--- config.mk ---
export PLATFORM = sky130hd
export DESIGN_NAME = dual_fir_combiner
export DESIGN_NICKNAME = d
export VERILOG_FILES = /design/src/rtl/dfc_pkg.sv /design/src/rtl/comb_path_sel.sv /design/src/rtl/comb_rounder.sv /design/src/rtl/dual_fir_combiner.sv
export SDC_FILE = /design/constraint.sdc
export NUM_CORES = 1
export LEC_CHECK = 0
export BUFFER_PORTS_ARGS = -buffer_cell sky130_fd_sc_hd__buf_2
export CAP_MARGIN = 25
export CORE_UTILIZATION = 30
export CTS_CLUSTER_SIZE = 8
export DETAILED_ROUTE_END_ITERATION = 12
export PLACE_DENSITY = 0.58
export SETUP_SLACK_MARGIN = 0.15
export SYNTH_ARGS = -nofsm -noshare
export SYNTH_HDL_FRONTEND = slang
export SYNTH_SLANG_ARGS = --single-unit
--- constraint.sdc ---
create_clock -name clk_i -period 1.4 [get_ports clk_i]
set_input_delay 0.28 -clock clk_i [delete_from_list [all_inputs] [get_ports clk_i]]
set_output_delay 0.28 -clock clk_i [all_outputs]
set_load 0.1 [all_outputs]
--- src/rtl/dfc_pkg.sv ---
package dfc_pkg;
  localparam int unsigned DATA_W = 28;
  localparam int unsigned LO_W   = 9;
  localparam int unsigned POS_W  = 5;
endpackage

--- src/rtl/comb_path_sel.sv ---
module comb_path_sel #(
  parameter int unsigned W = 28
) (
  input  logic [W-1:0] a_i,
  input  logic         a_v_i,
  input  logic [W-1:0] b_i,
  input  logic         b_v_i,
  input  logic         sum_mode_i,
  input  logic         sel_b_i,
  output logic [W-1:0] res_o,
  output logic         vld_o,
  output logic         ovf_o
);
  logic [W-1:0] sum;

  assign sum = a_i + b_i;

  always_comb begin
    if (sum_mode_i) begin
      res_o = sum;
      vld_o = a_v_i & b_v_i;
      // same operand signs, different result sign
      ovf_o = (a_i[W-1] == b_i[W-1]) && (sum[W-1] != a_i[W-1]);
    end else begin
      res_o = sel_b_i ? b_i : a_i;
      vld_o = sel_b_i ? b_v_i : a_v_i;
      ovf_o = 1'b0;
    end
  end
endmodule

--- src/rtl/comb_rounder.sv ---
module comb_rounder #(
  parameter int unsigned W     = 28,
  parameter int unsigned POS_W = 5
) (
  input  logic [W-1:0]     x_i,
  input  logic [POS_W-1:0] pos_i,
  output logic [W-1:0]     y_o,
  output logic             ovf_o
);
  localparam int unsigned MAX_POS = W - 1;

  logic [31:0]  pos_eff;
  logic [W-1:0] half;
  logic [W-1:0] keep;
  logic [W-1:0] sum;

  always_comb begin
    pos_eff = 32'(pos_i);
    if (pos_eff > MAX_POS) pos_eff = MAX_POS;
  end

  for (genvar g = 0; g < W; g++) begin : g_bit
    assign half[g] = (pos_eff == 32'(g + 1));
    assign keep[g] = (32'(g) >= pos_eff);
  end

  assign sum   = x_i + half;
  // half is never negative: overflow only when a positive input turns negative
  assign ovf_o = ~x_i[W-1] & sum[W-1];
  assign y_o   = sum & keep;
endmodule

--- src/rtl/dual_fir_combiner.sv ---
module dual_fir_combiner
  import dfc_pkg::*;
#(
  parameter int unsigned W     = DATA_W,
  parameter int unsigned LW    = LO_W,
  parameter int unsigned PW    = POS_W,
  localparam int unsigned HW   = W - LW
) (
  input  logic          clk_i,
  input  logic          rst_ni,
  input  logic [W-1:0]  a_data_i,
  input  logic          a_valid_i,
  input  logic [W-1:0]  b_data_i,
  input  logic          b_valid_i,
  input  logic          sum_mode_i,
  input  logic          sel_b_i,
  input  logic [PW-1:0] rnd_pos_i,
  input  logic          oe_lo_i,
  input  logic          oe_hi_i,
  output logic [LW-1:0] out_lo_o,
  output logic [HW-1:0] out_hi_o,
  output logic          valid_o,
  output logic          ovf_o
);
  logic [W-1:0] comb_res;
  logic         comb_vld;
  logic         comb_ovf;
  logic [W-1:0] rnd_res;
  logic         rnd_ovf;

  logic [W-1:0] res_q;
  logic         vld_q;
  logic         ovf_q;

  comb_path_sel #(.W(W)) i_sel (
    .a_i        (a_data_i),
    .a_v_i      (a_valid_i),
    .b_i        (b_data_i),
    .b_v_i      (b_valid_i),
    .sum_mode_i (sum_mode_i),
    .sel_b_i    (sel_b_i),
    .res_o      (comb_res),
    .vld_o      (comb_vld),
    .ovf_o      (comb_ovf)
  );

  comb_rounder #(.W(W), .POS_W(PW)) i_rnd (
    .x_i   (comb_res),
    .pos_i (rnd_pos_i),
    .y_o   (rnd_res),
    .ovf_o (rnd_ovf)
  );

  always_ff @(posedge clk_i or negedge rst_ni) begin
    if (!rst_ni) begin
      res_q <= '0;
      vld_q <= 1'b0;
      ovf_q <= 1'b0;
    end else begin
      res_q <= rnd_res;
      vld_q <= comb_vld;
      ovf_q <= comb_ovf | rnd_ovf;
    end
  end

  assign out_lo_o = oe_lo_i ? res_q[LW-1:0] : '0;
  assign out_hi_o = oe_hi_i ? res_q[W-1:LW] : '0;
  assign valid_o  = vld_q;
  assign ovf_o    = ovf_q;
endmodule

==> qor.csv <==
metric,value,unit
outcome,"complete, but fails checks",
failing checks,setup timing,
die height,127,µm
"commonest non-fill, non-tap cell in the layout",buf_4,
highest achievable clock rate,271,MHz
Routed WL per cell,14.0,µm
core box area,15300,µm²
kind of critical path,in -> reg,
Fill cells,1419,
Synth warnings,0,
max cap viols,0,
Clock Path Buffers,2,
Slew HR,65.4,%
post-synthesis sequential area ratio,15.9,%
clock-pin slew on the worst setup and hold paths,0.05,ns
leakage,4.08,nW
ranking of synthesized cells by area,"dfrtp_1 (16%), ha_1 (14%), mux2i_1 (6.6%), a21oi_1 (6.0%), xnor2_1 (5.0%)",
antenna-violating nets left,0,
dpl hpwl,12.6,mm
number of global-route vias before repair,5187,
Synth Instances,615,
drt initial violations,170,
critical path arrival,3.89,ns
post-synth top area share,15.9,%
first-pass GRT wire length,25.0,mm
Netlist cell types,64,
row cnt,45,
Tmin final,3.69,ns
CTS buffer count,5,
CP startpoint kind,input port,
io pins,99,
Synth Register Bits,30,
Worst Tran Pin Value,0.514,ns
Hold Path Class,in -> async,
VDD IR-drop max,425,µV
Final Max Slew Viols,0,
antenna violations before repair,0,
syn_nets,740,
crit path capture type,flip-flop,
CTS Root Cell,clkbuf_16,
Post-synth EDFFs,0,
main flop type after synthesis,dfrtp_1,
layout cells sized above 1,50.8,%
die area,16300,µm²
Final setup viols,28,
hold buffers post-CTS,0,
Antenna Cells,0,
synthesized cell area,4720,µm²
DR vias/cell,4.85,
CP Max Fanout,4,
P&R area growth vs syn,77.0,%
ys async rst share,100,%
Pwr Total,5.74,mW
sequential cell area,751,µm²
Starting Density,31.0,%
largest net degree at the start of global routing,31,
final period utilization,264,%
synthesized area per cell,7.68,µm²
"worst slack, placed",-2.73,ns
Overflow after GRT,0,
final WL,15.7,mm
drt first pass iters,4,
final hold viol count,0,
Worst Path Required,1.59,ns
leading area contributor after synthesis,dfrtp_1,
DRC viols,0,
Routability Congestion,0.858,
GR Util All Layers,19.1,%
TritonCTS Sinks,30,
DR vias,5444,
Clock H-tree levels,2,
CTS tree,yes,
"commonest cells after routing, fill and taps aside","buf_4 (195), buf_2 (55), nand2_1 (50)",
area of the multi-input gates,4470,µm²
final net count,1037,
Die Wd,127,µm
setup repair after global routing missed its margin,yes,
IO Port Bufs,98,
setup slack after layout,-2.29,ns
PD cells,686,nW/µm²
[kinds of logic after synthesis]
family                   Yosys count  share of synthesized area [%]
AO/OA/AOI/OAI                    197                           28.0
XOR/XNOR                          46                           8.53
adder cells (fa/ha/maj)           56                           15.1
buffers and inverters             40                           3.20
flip-flops                        30                           15.9
multiplexers                      33                           7.12
AND/OR/NAND/NOR                  213                           22.1
[layout make-up]
class	instances	share of cell area, %
Clock buffer	5	1.50
Clock inverter	2	0.120
Inverter	19	0.853
Multi-Input combinational cell	545	53.5
Sequential cell	30	8.98
Tap cell	211	3.16
Timing Repair Buffer	311	31.9
[state kept, by name (all words and copies together), names as in the netlist]
name,count
valid_o,1
ovf_o,1
res_q,28
[per-stage QoR]
step	hold WS (ns)	TNS (ns)	area, µm²	cells	util [%]
2_1_floorplan	-0.0156	-46.72	4890	615	-
3_3_place_gp	0.312	-58.19	7360	1090	48.2
3_5_place_dp	0.314	-59.24	7360	1090	48.2
4_1_cts	0.0245	-47.86	7970	1113	52.2
5_1_grt	0.0528	-55.83	8360	1123	54.8
6_report	0.0164	-50.71	8360	1123	54.8
[worst max-delay path by stage]
stage / startpoint / end / slack, ns
after floorplan: b_data_i[0] / res_q[25]$_DFF_PN0_ / -2.31
after global placement: b_data_i[0] / res_q[20]$_DFF_PN0_ / -2.63
after detailed placement: b_data_i[0] / res_q[27]$_DFF_PN0_ / -2.73
after CTS: b_data_i[0] / ovf_o$_DFF_PN0_ / -2.22
after global routing: b_data_i[0] / res_q[27]$_DFF_PN0_ / -2.55
final: b_data_i[0] / res_q[19]$_DFF_PN0_ / -2.29
[synth_stat cells, types with 2 or more instances]
| cell type | number |
|---|---|
| ha_1 | 54 |
| and2_1 | 31 |
| a21oi_1 | 57 |
| fa_1 | 2 |
| or2_2 | 4 |
| a311oi_1 | 2 |
| nand3_1 | 9 |
| nor2b_1 | 3 |
| xnor2_1 | 27 |
| o41ai_2 | 2 |
| a41oi_1 | 3 |
| nand3b_1 | 3 |
| a2111oi_0 | 2 |
| or3_1 | 3 |
| o21ai_0 | 44 |
| nor3b_1 | 2 |
| and3b_1 | 2 |
| a21oi_2 | 4 |
| o21a_1 | 7 |
| nand2_1 | 55 |
| o21bai_1 | 12 |
| a31oi_1 | 2 |
| a211oi_1 | 8 |
| o21ai_2 | 2 |
| buf_1 | 3 |
| a31o_2 | 2 |
| inv_1 | 19 |
| mux2i_1 | 31 |
| nor4_1 | 2 |
| a21o_1 | 27 |
| nor2_1 | 50 |
| o211ai_1 | 3 |
| dfrtp_1 | 30 |
| clkbuf_1 | 17 |
| and3_1 | 6 |
| o21ai_1 | 3 |
| nand2b_1 | 6 |
| nor3_1 | 28 |
| xor2_1 | 19 |
| nand4_1 | 5 |
[worst max-delay path, cell delays in order]
cell,delay [ns]
buf_6,0.10
ha_4,0.16
fa_2,0.34
a21o_1,0.19
a21oi_2,0.19
o211ai_1,0.15
a31oi_2,0.22
o21bai_1,0.11
a21oi_2,0.17
xnor2_1,0.09
nand2_1,0.09
o21ai_2,0.08
ha_4,0.29
nand4_1,0.10
or3_4,0.36
o21ai_2,0.13
a41oi_2,0.05
o21ai_2,0.11
a31oi_4,0.14
buf_4,0.16
buf_4,0.12
xor2_1,0.14
a21oi_1,0.13
[routing by layer]
layer | wire length (µm) | up-vias | GRT usage (%)
met5 | 0 | - | 0
met4 | 271 | 0 | 5.46
met2 | 7490 | 115 | 31.8
met3 | 531 | 19 | 1.84
met1 | 7420 | 2476 | 26.0
li1 | - | 2834 | -
[what timing repair did]
action / in CTS / in global routing
setup endpoints to repair: 58 / 49
cloned: 0 / 0
hold endpoints to repair: 0 / 0
pin swaps: 73 / 39
gates resized for setup: 101 / 61
setup buffers: 16 / 10
[report_power, final]
group | total, mW | switching [mW] | internal, mW
Sequential | 1.00 | 0.0323 | 0.970
Combinational | 3.75 | 1.96 | 1.79
Clock | 0.980 | 0.343 | 0.638
Note: power is estimated with default switching activity, not from simulation.
